`config.mk`:
```
export PLATFORM = sky130hd
export DESIGN_NAME = tipTop
export DESIGN_NICKNAME = d
export VERILOG_FILES = /design/src/rtl/tipPkg.sv /design/src/rtl/tipCtrl.sv /design/src/rtl/tipDatapath.sv /design/src/rtl/tipTop.sv
export SDC_FILE = /design/constraint.sdc
export NUM_CORES = 1
export LEC_CHECK = 0
export ABC_AREA = 0
export BUFFER_PORTS_ARGS = -buffer_cell sky130_fd_sc_hd__buf_2
export CORE_MARGIN = 3
export CORE_UTILIZATION = 30
export CTS_BUF_LIST = sky130_fd_sc_hd__clkbuf_8
export DETAILED_ROUTE_END_ITERATION = 16
export PLACE_DENSITY_LB_ADDON = 0.05
export SETUP_SLACK_MARGIN = 0.15
export SYNTH_ARGS = -nofsm -noshare
export SYNTH_HDL_FRONTEND = slang
export SYNTH_HIERARCHICAL = 1
export SYNTH_SLANG_ARGS = --single-unit
```
`constraint.sdc`:
```
create_clock -name clk -period 3.35 [get_ports clk]
set_input_delay 0.335 -clock clk [delete_from_list [all_inputs] [get_ports clk]]
set_output_delay 0.335 -clock clk [all_outputs]
set_load 0.05 [all_outputs]
```
`src/rtl/tipPkg.sv`:
```
package tipPkg;
  localparam int PRI_COUNT = 8;
  localparam logic [7:0] MAX_PRI = 8'(PRI_COUNT - 1);
  localparam logic [7:0] NO_PRI = 8'hFF;

  typedef enum logic [1:0] {SZ1 = 2'd0, SZ2 = 2'd1, SZ4 = 2'd2, SZ8 = 2'd3} accSize_e;

  typedef struct packed {
    logic       rdEn;
    logic       ringRd;
    logic       ackRd;
    logic       setPend;
    logic       cpprWr;
    logic [2:0] cpprLane;
    logic [3:0] rdOff;
    logic [1:0] rdSize;
  } ctrlStb_t;

  function automatic logic [7:0] priToBit(input logic [7:0] pri);
    return (pri < 8'(PRI_COUNT)) ? (8'h80 >> pri[2:0]) : 8'h00;
  endfunction
endpackage

```
`src/rtl/tipCtrl.sv`:
```
module tipCtrl
  import tipPkg::*;
#(
  parameter int ADDR_W = 12,
  parameter logic [ADDR_W-1:0] RING_BASE = 12'h010,
  parameter logic [ADDR_W-1:0] SPC_BASE  = 12'h800,
  parameter logic [ADDR_W-1:0] ACK_OFF   = 12'h810,
  parameter logic [ADDR_W-1:0] PEND_OFF  = 12'h818
) (
  input  logic              busValid,
  input  logic              busWrite,
  input  logic [ADDR_W-1:0] busAddr,
  input  logic [1:0]        busSize,
  output ctrlStb_t          stb
);
  logic [3:0] ringOff;
  logic [3:0] sizeBytes;
  logic       aligned;
  logic       isSpc;
  logic       isRing;
  logic       rdReq;
  logic       wrReq;
  logic       wideWr;

  always_comb begin
    ringOff   = busAddr[3:0];
    sizeBytes = 4'd1 << busSize;
    aligned   = (busAddr[2:0] & 3'(sizeBytes - 4'd1)) == 3'd0;
    isSpc     = busAddr >= SPC_BASE;
    isRing    = !isSpc && (busAddr[ADDR_W-1:4] == RING_BASE[ADDR_W-1:4]);
    rdReq     = busValid && !busWrite;
    wrReq     = busValid && busWrite;
    wideWr    = (busSize == SZ4 || busSize == SZ8) && aligned && ringOff == 4'd0;

    stb          = '0;
    stb.rdEn     = rdReq;
    stb.ringRd   = rdReq && isRing && aligned;
    stb.ackRd    = rdReq && isSpc && busAddr == ACK_OFF && busSize == SZ2;
    stb.setPend  = wrReq && isSpc && busAddr == PEND_OFF && busSize == SZ1;
    stb.cpprWr   = wrReq && isRing &&
                   ((busSize == SZ1 && ringOff == 4'd1) || wideWr);
    stb.cpprLane = {2'b00, ~ringOff[0]};
    stb.rdOff    = ringOff;
    stb.rdSize   = busSize;
  end
endmodule

```
`src/rtl/tipDatapath.sv`:
```
module tipDatapath
  import tipPkg::*;
(
  input  logic        clk,
  input  logic        rstN,
  input  ctrlStb_t    stb,
  input  logic [63:0] wdata,
  output logic [63:0] rdata,
  output logic        irqOut
);
  logic [7:0]  cpprQ;
  logic [7:0]  ipbQ;
  logic        excQ;
  logic [7:0]  pipr;
  logic [7:0]  laneByte;
  logic [7:0]  cpprIn;
  logic [7:0]  statusByte;
  logic [3:0]  sizeBytes;
  logic [63:0] laneShift;

  // Highest pending priority: the most significant set bit wins.
  always_comb begin
    pipr = NO_PRI;
    for (int i = 0; i < PRI_COUNT; i++) begin
      if (ipbQ[i]) pipr = 8'(PRI_COUNT - 1 - i);
    end
  end

  always_comb begin
    laneShift  = wdata >> {stb.cpprLane, 3'b000};
    laneByte   = laneShift[7:0];
    cpprIn     = (laneByte > MAX_PRI) ? NO_PRI : laneByte;
    statusByte = {excQ, 7'b0};
  end

  always_ff @(posedge clk or negedge rstN) begin
    if (!rstN) begin
      cpprQ <= NO_PRI;
      ipbQ  <= '0;
      excQ  <= 1'b0;
    end else begin
      if (stb.ackRd && excQ) begin
        cpprQ <= pipr;
        ipbQ  <= ipbQ & ~priToBit(pipr);
      end
      if (stb.setPend) ipbQ <= ipbQ | priToBit(wdata[7:0]);
      if (stb.cpprWr) cpprQ <= cpprIn;
      excQ <= stb.ackRd ? 1'b0 : (excQ || (pipr < cpprQ));
    end
  end

  assign irqOut = excQ;

  function automatic logic [7:0] ringByte(input logic [3:0] idx);
    case (idx)
      4'd0:    return statusByte;
      4'd1:    return cpprQ;
      4'd2:    return ipbQ;
      4'd7:    return pipr;
      default: return 8'h00;
    endcase
  endfunction

  always_comb begin
    sizeBytes = 4'd1 << stb.rdSize;
    rdata = '0;
    if (stb.ackRd) begin
      rdata[15:0] = {statusByte, excQ ? pipr : cpprQ};
    end else if (stb.ringRd) begin
      for (int i = 0; i < 8; i++) begin
        if (4'(i) < sizeBytes) rdata[8*i +: 8] = ringByte(stb.rdOff + 4'(i));
      end
    end else if (stb.rdEn) begin
      rdata = '1;
    end
  end
endmodule

```
`src/rtl/tipTop.sv`:
```
module tipTop
  import tipPkg::*;
#(
  parameter int ADDR_W = 12,
  parameter logic [ADDR_W-1:0] RING_BASE = 12'h010,
  parameter logic [ADDR_W-1:0] SPC_BASE  = 12'h800,
  parameter logic [ADDR_W-1:0] ACK_OFF   = 12'h810,
  parameter logic [ADDR_W-1:0] PEND_OFF  = 12'h818
) (
  input  logic              clk,
  input  logic              rstN,
  input  logic              busValid,
  input  logic              busWrite,
  input  logic [ADDR_W-1:0] busAddr,
  input  logic [1:0]        busSize,
  input  logic [63:0]       busWdata,
  output logic [63:0]       busRdata,
  output logic              irqOut
);
  ctrlStb_t stb;

  tipCtrl #(
    .ADDR_W(ADDR_W), .RING_BASE(RING_BASE), .SPC_BASE(SPC_BASE),
    .ACK_OFF(ACK_OFF), .PEND_OFF(PEND_OFF)
  ) u_ctrl (
    .busValid(busValid), .busWrite(busWrite), .busAddr(busAddr),
    .busSize(busSize), .stb(stb)
  );

  tipDatapath u_dp (
    .clk(clk), .rstN(rstN), .stb(stb), .wdata(busWdata),
    .rdata(busRdata), .irqOut(irqOut)
  );
endmodule

```
==> run summary, run 1 <==
Worst Tran Pin Value = 625 ps
PortBufs = 146
Synth area leader = a21oi_1
Final hold vios = 0
Worst Setup Path Type = input port to primary output
Final total power = 0.000836 W
Critical Path RT = 3010 ps
Routability cong. = 0.969
Residual DRC count = 0
Post-synthesis cell count = 528
RSZ-0062 raised after global routing = no
Resized cells post-CTS = 0
Core area = 11700 um^2
Placed cell area = 4530 um^2
R2R setup slack = 970 ps
I/O pin count = 147
Hpwl dp = 13100 um
Final ANT Viol Nets = 0
Htree depth = 1
Most frequent cells in the layout = 146 x buf_2, 64 x a21oi_1, 50 x o21ai_0
Max-slew headroom = 0.579
Period utilisation layout = 0.880
Switching part of the total = 0.483
Worst setup EP type = primary output
Leakage = 1.92 nW
Total CTS buffers = 3
Crit path launch type = input port
CTS tree = yes
Setup violators final = 0
VDD IR max = 0.195 mV
Vias in the first global route = 4528
Antenna cells = 0
Hold crit path type = input port to async pin
CP Data Arrival Time = 2610 ps
Syn Area/Cell = 6.93 um^2
Total number of vias = 4664
Largest cells by area after synthesis = a21oi_1 8.8%, o21ai_0 6.8%, dfrtp_1 6.2%, dfstp_2 5.7%, a22oi_1 5.1%
Full die area = 13600 um^2
Iter 0 DRT Violations = 317
Pin count of the biggest net entering global routing = 31
CP max FO = 17
Fmax = 339 MHz
Max_cap viols = 0
Starting density of the core = 0.314
Synthesized flop and latch total = 17
Die width = 116 um
Hold_buf cts = 0
Yosys cell types = 75
Max Slew Vio Count = 0
Asr flop ratio synth = 1.00
Top_reg_cell synth = dfrtp_1
Nets = 757
Status = complete, no violations
Sequential area share after synthesis = 0.119
Clock skew = 1.15 ps
Gr usage total = 0.238
RR Endpoint = u_dp/irqOut
Reg clk slew, reported paths = 70 ps
Clk_lat worst skew = 250 ps
Area Overhead vs Synth = 25.1%
Ys Warns = 6
Share of cells above drive strength 1 = 0.349
Switching power = 0.000404 W
Place WS = 291 ps
Final min period = 2950 ps
EDFF count, synth = 0
Final setup TNS = 0 ps
PwrDens = 183 nW/um^2
Reg-to-reg startpoint = u_dp/ipbQ[3]
Int Pwr = 0.000433 W
Clk pwr share = 0.182
Post-CTS setup buffers = 0
GR Overflow Total = 0
Clock Sinks = 17
Die Ht = 116 um
Slack of the critical path = 401 ps
Post-DR wirelength/cell = 20.3 um
Num rows = 39
Sequential power share = 0.249
Fin area = 4580 um^2
Combinational power share = 0.569
Mapped cell area = 3660 um^2
Drt total wl = 16300 um
Antenna violations before repair = 0
Reg2Reg Depth = 7
Most common cell after layout, fill and taps aside = buf_2
Clock root buffer = clkbuf_8
Drt first pass iters = 5
CTS Buffer Depth = 2
Synth top area share = 0.0876
First-pass GRT wire length = 25300 um
Vias per cell = 5.79
==> cell usage after synthesis, types with 5 or more instances <==
master / instances
xnor2_1: 6
mux2i_1: 9
or4_1: 6
a21oi_1: 64
dfrtp_1: 9
buf_2: 11
nor2_1: 48
a221oi_1: 7
o22ai_1: 15
a31oi_1: 6
clkbuf_1: 16
mux4_2: 6
nor2b_1: 10
nand2b_1: 11
buf_6: 5
a22oi_1: 25
nor3_1: 9
buf_4: 15
inv_1: 24
nor2_2: 5
dfstp_2: 8
ha_1: 12
nand2_1: 44
o21ai_1: 10
o211ai_1: 8
o21ai_0: 50
nand3_1: 7
==> final cells by class <==
cell class | instances | area [um^2]
fillers | 1257 | 7090
multi-input cells | 438 | 2860
repair buffers | 176 | 956
flip-flops and latches | 17 | 435
well taps | 143 | 179
inverters | 27 | 101
clock buffers | 3 | 41.3
clock inverters | 1 | 5.00
==> metrics by stage <==
stage               hold WS (ps)   util  instances
floorplan                   39.4      -        529
global placement             289  0.388        801
detailed placement           284  0.388        801
CTS                         7.28  0.392        805
global route                19.1  0.392        805
finish                      4.12  0.392        805
==> kinds of logic after synthesis <==
| logic type | share of synthesized area |
|---|---|
| multiplexers | 0.0677 |
| buffers and inverters | 0.105 |
| other | 0.00103 |
| AO/OA/AOI/OAI | 0.387 |
| AND/OR/NAND/NOR | 0.256 |
| XOR/XNOR | 0.0236 |
| flip-flops | 0.119 |
| adder cells (fa/ha/maj) | 0.0411 |
==> per-layer routing <==
layer	global-route usage	vias to the layer above	share of wire
met4	0.0541	0	0.019
met3	0.0275	19	0.081
met1	0.328	2168	0.43
met5	0	-	0
li1	-	2235	-
met2	0.399	242	0.47
==> worst max path at each step <==
| stage | from | end | cells after the start |
|---|---|---|---|
| global route | busAddr[1] | busRdata[48] | 9 |
| detailed placement | busAddr[1] | busRdata[49] | 9 |
| global placement | busAddr[1] | busRdata[51] | 9 |
| floorplan | busAddr[5] | busRdata[16] | 8 |
| CTS | busAddr[1] | busRdata[49] | 9 |
| finish | busAddr[1] | busRdata[49] | 9 |
==> power by group through the flow <==
stage                     sequential, W  combinational, W  clock, W
final                          0.000209          0.000476  0.000152
after floorplan                0.000211          0.000337         0
after global routing           0.000209          0.000512  0.000167
after CTS                      0.000209          0.000474  0.000159
after global placement         0.000212          0.000471         0
after detailed placement       0.000212          0.000473         0
==> critical path, cell delays in order <==
cell     delay (ps)
buf_2           250
inv_1           150
ha_2            460
inv_2           120
nor2_1          120
nor2_1           60
or4_1           630
o21ai_1         210
buf_2           280
==> registers in the layout, summed over array words and instances, names as in the netlist <==
register     count
u_dp/irqOut      1
u_dp/cpprQ       8
u_dp/ipbQ        8
Power figures use the tool's default switching activity.
==> inputs of run 2 (changes only) <==
==> constraint.sdc (replaced) <==
create_clock -name clk -period 3.35 [get_ports clk]
set_input_delay 0.67 -clock clk [delete_from_list [all_inputs] [get_ports clk]]
set_output_delay 0.67 -clock clk [all_outputs]
set_load 0.05 [all_outputs]
==> run summary, run 2 (synthesis results as in run 1) <==
Drt total wl = 17200 um (+5.0%)
Hpwl dp = 13700 um (+4.6%)
Area Overhead vs Synth = 60.1%
First-pass GRT wire length = 26400 um (+4.2%)
Share of cells above drive strength 1 = 0.491 (+0.142)
Antenna violations before repair = 0 (unchanged)
Hold_buf cts = 0 (unchanged)
Hold crit path type = input port to async pin
Worst Tran Pin Value = 530 ps (-95.3 ps)
Fin area = 5860 um^2 (+28%)
Max_cap viols = 0 (unchanged)
Crit path largest cell delay = 270 ps (-360 ps)
Final hold vios = 0 (unchanged)
Pin count of the biggest net entering global routing = 21 (-32%)
Residual DRC count = 0 (unchanged)
Num rows = 39 (unchanged)
Slowest stage cell, crit path = nor4b_4
Critical Path RT = 2680 ps (-330 ps)
Fmax = 301 MHz (-11%)
Most frequent CP cell = buf_6
Placed cell area = 5140 um^2 (+13%)
Die width = 116 um (unchanged)
Core area = 11700 um^2 (unchanged)
Die Ht = 116 um (unchanged)
Total CTS buffers = 3 (unchanged)
VDD IR max = 0.187 mV (-4.1%)
Full die area = 13600 um^2 (unchanged)
GR peak layer = met2
Worst Setup Path Type = input port to primary output
Leakage = 2.41 nW (+25%)
Reg clk slew, reported paths = 70 ps (about the same)
Most common cell after layout, fill and taps aside = buf_2
PortBufs = 146 (unchanged)
Drt first pass iters = 5 (unchanged)
I/O pin count = 147 (unchanged)
Setup violators final = 0 (unchanged)
Crit path launch type = input port
CTS tree = yes
Vias in the first global route = 4948 (+9.3%)
Htree depth = 1 (unchanged)
Gr usage total = 0.248 (+0.00972)
Most frequent cells in the layout = 96 x buf_2, 85 x buf_4, 47 x a21oi_1
Antenna cells = 0 (unchanged)
Nets = 818 (+8.1%)
Clock root buffer = clkbuf_8
Status = complete, no violations
Period utilisation layout = 0.990 (+0.110)
Vias per cell = 5.71 (-1.4%)
CTS Buffer Depth = 2 (unchanged)
Hold slack = 339 ps (+335 ps)
Clk_lat worst skew = 250 ps (about the same)
Final min period = 3320 ps (+368 ps)
GR Overflow Total = 0 (unchanged)
Worst setup EP type = primary output
Routability cong. = 0.945 (-2.5%)
CP Data Arrival Time = 2650 ps (+40 ps)
Met3 Use GR = 0.0181 (-0.00933)
Met2 Resource Use GR = 0.436 (+0.0378)
PwrDens = 168 nW/um^2 (-8.0%)
Fin util = 0.502 (+0.110)
Met1 usage in global routing = 0.330 (+0.00231)
Max-slew headroom = 0.647 (+0.0679)
CP max FO = 7 (-10)
Total number of vias = 4945 (+6.0%)
RSZ-0062 raised after global routing = yes
Clock skew = 1.82 ps (+0.666 ps)
Iter 0 DRT Violations = 308 (-2.8%)
Starting density of the core = 0.314 (unchanged)
Max Slew Vio Count = 0 (unchanged)
Post-DR wirelength/cell = 19.8 um (-2.4%)
Final ANT Viol Nets = 0 (unchanged)
Clock Sinks = 17 (unchanged)
Worst-path cell chain = buf_6, nor4b_4, nand3b_1, a211oi_2, buf_4, buf_6, nor2_4, nor2_2, buf_6, nand2_4, o211ai_1, buf_4
## run 2: changes by cell type in the layout (fill, tap and decap cells not counted), sizes merged
cell / delta
buf: +57
clkbuf: +4
clkinv: -1
inv: +1
## run 2: power breakdown
group	switching (W)	internal (W)	total [W]
sequential	0.00000185	0.000207	0.000209
clock	0.0000713	0.0000813	0.000153
combinational	0.000382	0.000241	0.000623
total	0.000455	0.000529	0.000984
## run 2: through the flow
stage               setup slack [ps]  setup TNS, ps  instances  power [W]
floorplan                       3.75              0        529   0.000577
global placement               -24.1           -186        851   0.000751
detailed placement             -51.6           -948        851   0.000755
CTS                            -4.33          -5.71        861   0.000959
global route                   -80.7           -611        866    0.00104
finish                          32.6              0        866   0.000984
## run 2: critical path, delay by kind of cell
kind	cells	cell delay, ps
simple gates	5	700
buf+inv	5	790
compound gates	2	480
## run 2: what timing repair did
action                                  4_1_cts  5_1_grt
pin swaps                                    19       12
resized for setup                           102       56
buffers inserted                              6        5
endpoints found under the setup margin       51       62
hold endpoints to repair                      0        0
## run 2: final timing paths
check / start / endpoint / slack (ps) / cells after the start
worst max-delay path: busAddr[6] / busRdata[15] / 30 / 12
worst min-delay path: rstN / u_dp/ipbQ[6] / 340 / 1
worst max register to register: u_dp/ipbQ[3] / u_dp/irqOut / 840 / 7
worst min register to register: u_dp/cpprQ[5] / u_dp/cpprQ[5] / 620 / 2
max in group asynchronous: rstN / u_dp/cpprQ[0] / 2690 / 1
min in group clk: u_dp/cpprQ[5] / u_dp/cpprQ[5] / 620 / 2
## run 2: area by class of cell
type,count,area [um^2]
fill,1163,5810
multi-input combinational,438,3310
timing repair buffer,237,1780
tap,143,179
sequential,17,435
clock inverter,1,3.75
inverter,27,106
clock buffer,3,41.3
## run 2: layer usage
layer	share of wire	vias to the layer above
met3	0.062	24
met2	0.50	189
li1	-	2363
met4	0.022	0
met5	0	-
met1	0.41	2369
==> inputs of run 3 (changes only) <==
--- a/config.mk
+++ b/config.mk
@@ -10,8 +10,10 @@
 export CORE_MARGIN = 3
 export CORE_UTILIZATION = 30
 export CTS_BUF_LIST = sky130_fd_sc_hd__clkbuf_8
+export CTS_CLUSTER_DIAMETER = 30
 export DETAILED_ROUTE_END_ITERATION = 16
 export PLACE_DENSITY_LB_ADDON = 0.05
+export REMOVE_ABC_BUFFERS = 1
 export SETUP_SLACK_MARGIN = 0.15
 export SYNTH_ARGS = -nofsm -noshare
 export SYNTH_HDL_FRONTEND = slang
==> constraint.sdc (replaced) <==
create_clock -name clk -period 3.35 [get_ports clk]
set_input_delay 0.67 -clock clk [delete_from_list [all_inputs] [get_ports clk]]
set_output_delay 0.67 -clock clk [all_outputs]
set_load 0.1 [all_outputs]
==> run summary, run 3 (synthesis results as in run 1) <==
Status = complete, but fails checks
Failing checks = negative setup slack
Post-DR wirelength/cell = 20.0 um (+0.75%)
Residual DRC count = 0 (unchanged)
PortBufs = 146 (unchanged)
Slowest stage cell, crit path = or4_4
Starting density of the core = 0.314 (unchanged)
Slack of the critical path = -73.5 ps (-106 ps)
VDD IR max = 0.227 mV (+21%)
Nets = 856 (+4.6%)
Final min period = 3420 ps (+106 ps)
Final setup TNS = -1080 ps (-1080 ps)
Iter 0 DRT Violations = 455 (+48%)
CP max FO = 8 (+1)
Fin util = 0.604 (+0.102)
Area Overhead vs Synth = 92.7%
GR Overflow Total = 0 (unchanged)
Clock skew = 2.48 ps (+0.662 ps)
Period utilisation layout = 1.02 (+0.0317)
Hold slack = 319 ps (-20.0 ps)
Total CTS buffers = 3 (unchanged)
I/O pin count = 147 (unchanged)
Most common cell after layout, fill and taps aside = buf_4
Pin count of the biggest net entering global routing = 30 (+43%)
Antenna violations before repair = 0 (unchanged)
Int Pwr = 0.000650 W (+23%)
Combinational power share = 0.721 (+0.088)
Gr usage total = 0.256 (+0.00864)
CP Data Arrival Time = 2750 ps (+100 ps)
PwrDens = 183 nW/um^2 (+9.0%)
Share of cells above drive strength 1 = 0.544 (+0.0530)
Worst setup EP type = primary output
Full die area = 13600 um^2 (unchanged)
Total number of vias = 5149 (+4.1%)
Critical Path RT = 2680 ps (about the same)
Hpwl dp = 13900 um (+1.3%)
Clk_lat worst skew = 260 ps (about the same)
Fmax = 292 MHz (-3.1%)
Hold crit path type = input port to async pin
Drt total wl = 18000 um (+5.2%)
Leakage = 2.87 nW (+19%)
Die Ht = 116 um (unchanged)
Clock Sinks = 17 (unchanged)
Max_cap viols = 0 (unchanged)
Crit path largest cell delay = 630 ps (+360 ps)
Max Slew Vio Count = 0 (unchanged)
Multi-input gate area = 3420 um^2 (+3.5%)
Final ANT Viol Nets = 0 (unchanged)
Num rows = 39 (unchanged)
Drt first pass iters = 6 (+1)
Most frequent CP cell = o21ai_4
Die width = 116 um (unchanged)
Switching part of the total = 0.497 (+0.0341)
Core area = 11700 um^2 (unchanged)
First-pass GRT wire length = 27400 um (+3.8%)
Crit path launch type = input port
CP top delay family = simple AND/OR/NAND/NOR gates
Clk pwr share = 0.117 (-0.038)
Clock root buffer = clkbuf_8
Sequential power share = 0.161 (-0.051)
Reg area = 435 um^2 (unchanged)
CTS Buffer Depth = 2 (unchanged)
Buf+Inv Stages, Crit Path = 3 (-2)
Worst-path cell chain = buf_6, nor4b_4, nand3b_1, a211oi_2, buf_4, o21ai_4, or4_4, o21ai_4, buf_12
Final hold vios = 0 (unchanged)
RSZ-0062 raised after global routing = yes
Worst Setup Path Type = input port to primary output
Setup violators final = 23 (+23)
Reg clk slew, reported paths = 60 ps (about the same)
Antenna cells = 0 (unchanged)
CTS tree = yes
Most frequent cells in the layout = 104 x buf_4, 80 x buf_2, 70 x buf_12
Vias in the first global route = 5257 (+6.2%)
Htree depth = 1 (unchanged)
Vias per cell = 5.70 (-0.25%)
Routability cong. = 0.930 (-1.6%)
Switching power = 0.000642 W (+41%)
Fillers = 1031 (-11%)
==> run 3: changes by cell type in the layout (fill, tap and decap cells not counted), sizes merged <==
cell	delta
clkbuf	-2
buf	+40
==> run 3: worst reg2reg max path, stage by stage, from the launching register on <==
cell and delay (ps):
dfrtp_1 500, nor2_1 200, nand2_1 90, inv_1 90, nand2_2 220, inv_1 360, ha_1 320, a2111oi_0 420
nand2_1 110, a211oi_1 230
==> run 3: layout make-up <==
| cell class | instances | share of cell area |
|---|---|---|
| multi-input cells | 438 | 0.486 |
| repair buffers | 275 | 0.405 |
| flip-flops and latches | 17 | 0.0618 |
| well taps | 143 | 0.0254 |
| inverters | 27 | 0.0154 |
| clock buffers | 3 | 0.00586 |
| clock inverters | 1 | 0.000532 |
==> run 3: routing by layer <==
layer  global-route usage  vias up  routed length [um]
met3               0.0254       26                1320
li1                     -     2434                   -
met2                0.455      245                9080
met4               0.0750        0                 349
met5                    0        -                   0
met1                0.328     2444                7300
==> run 3: metrics by stage <==
step / cells / worst slack (ps) / power (W) / cell area (um^2)
final: 904 / -73.5 / 0.00129 / 7050
after global routing: 904 / -172 / 0.00134 / 7050
after CTS: 888 / 10.0 / 0.00124 / 6550
after detailed placement: 865 / -265 / 0.00104 / 6000
after global placement: 865 / -109 / 0.00104 / 6000
after floorplan: 482 / -2640 / 0.000666 / 3380
==> run 3: power by group through the flow <==
stage	Sequential [W]	Combinational (W)	Clock [W]
floorplan	0.000211	0.000455	0
global placement	0.000212	0.000827	0
detailed placement	0.000212	0.000831	0
CTS	0.000208	0.000879	0.000154
global route	0.000208	0.000971	0.000165
finish	0.000209	0.000932	0.000151
==> run 3: what timing repair did <==
item	in CTS	in global routing
resized for setup	97	78
endpoints found under the setup margin	48	63
pin swaps	26	20
hold endpoints to repair	0	0
buffers inserted	18	15
cloned	1	1
hold buffers	0	0
==> run 3: worst paths after layout <==
check | from | endpoint | cells after the start | slack, ps
min reg2reg | u_dp/cpprQ[4] | u_dp/cpprQ[4] | 2 | 610
max | busAddr[6] | busRdata[49] | 9 | -70
min | rstN | u_dp/ipbQ[4] | 1 | 320
min in group clk | u_dp/cpprQ[4] | u_dp/cpprQ[4] | 2 | 610
max reg2reg | u_dp/ipbQ[7] | u_dp/irqOut | 9 | 730
max in group asynchronous | rstN | u_dp/cpprQ[5] | 1 | 2720
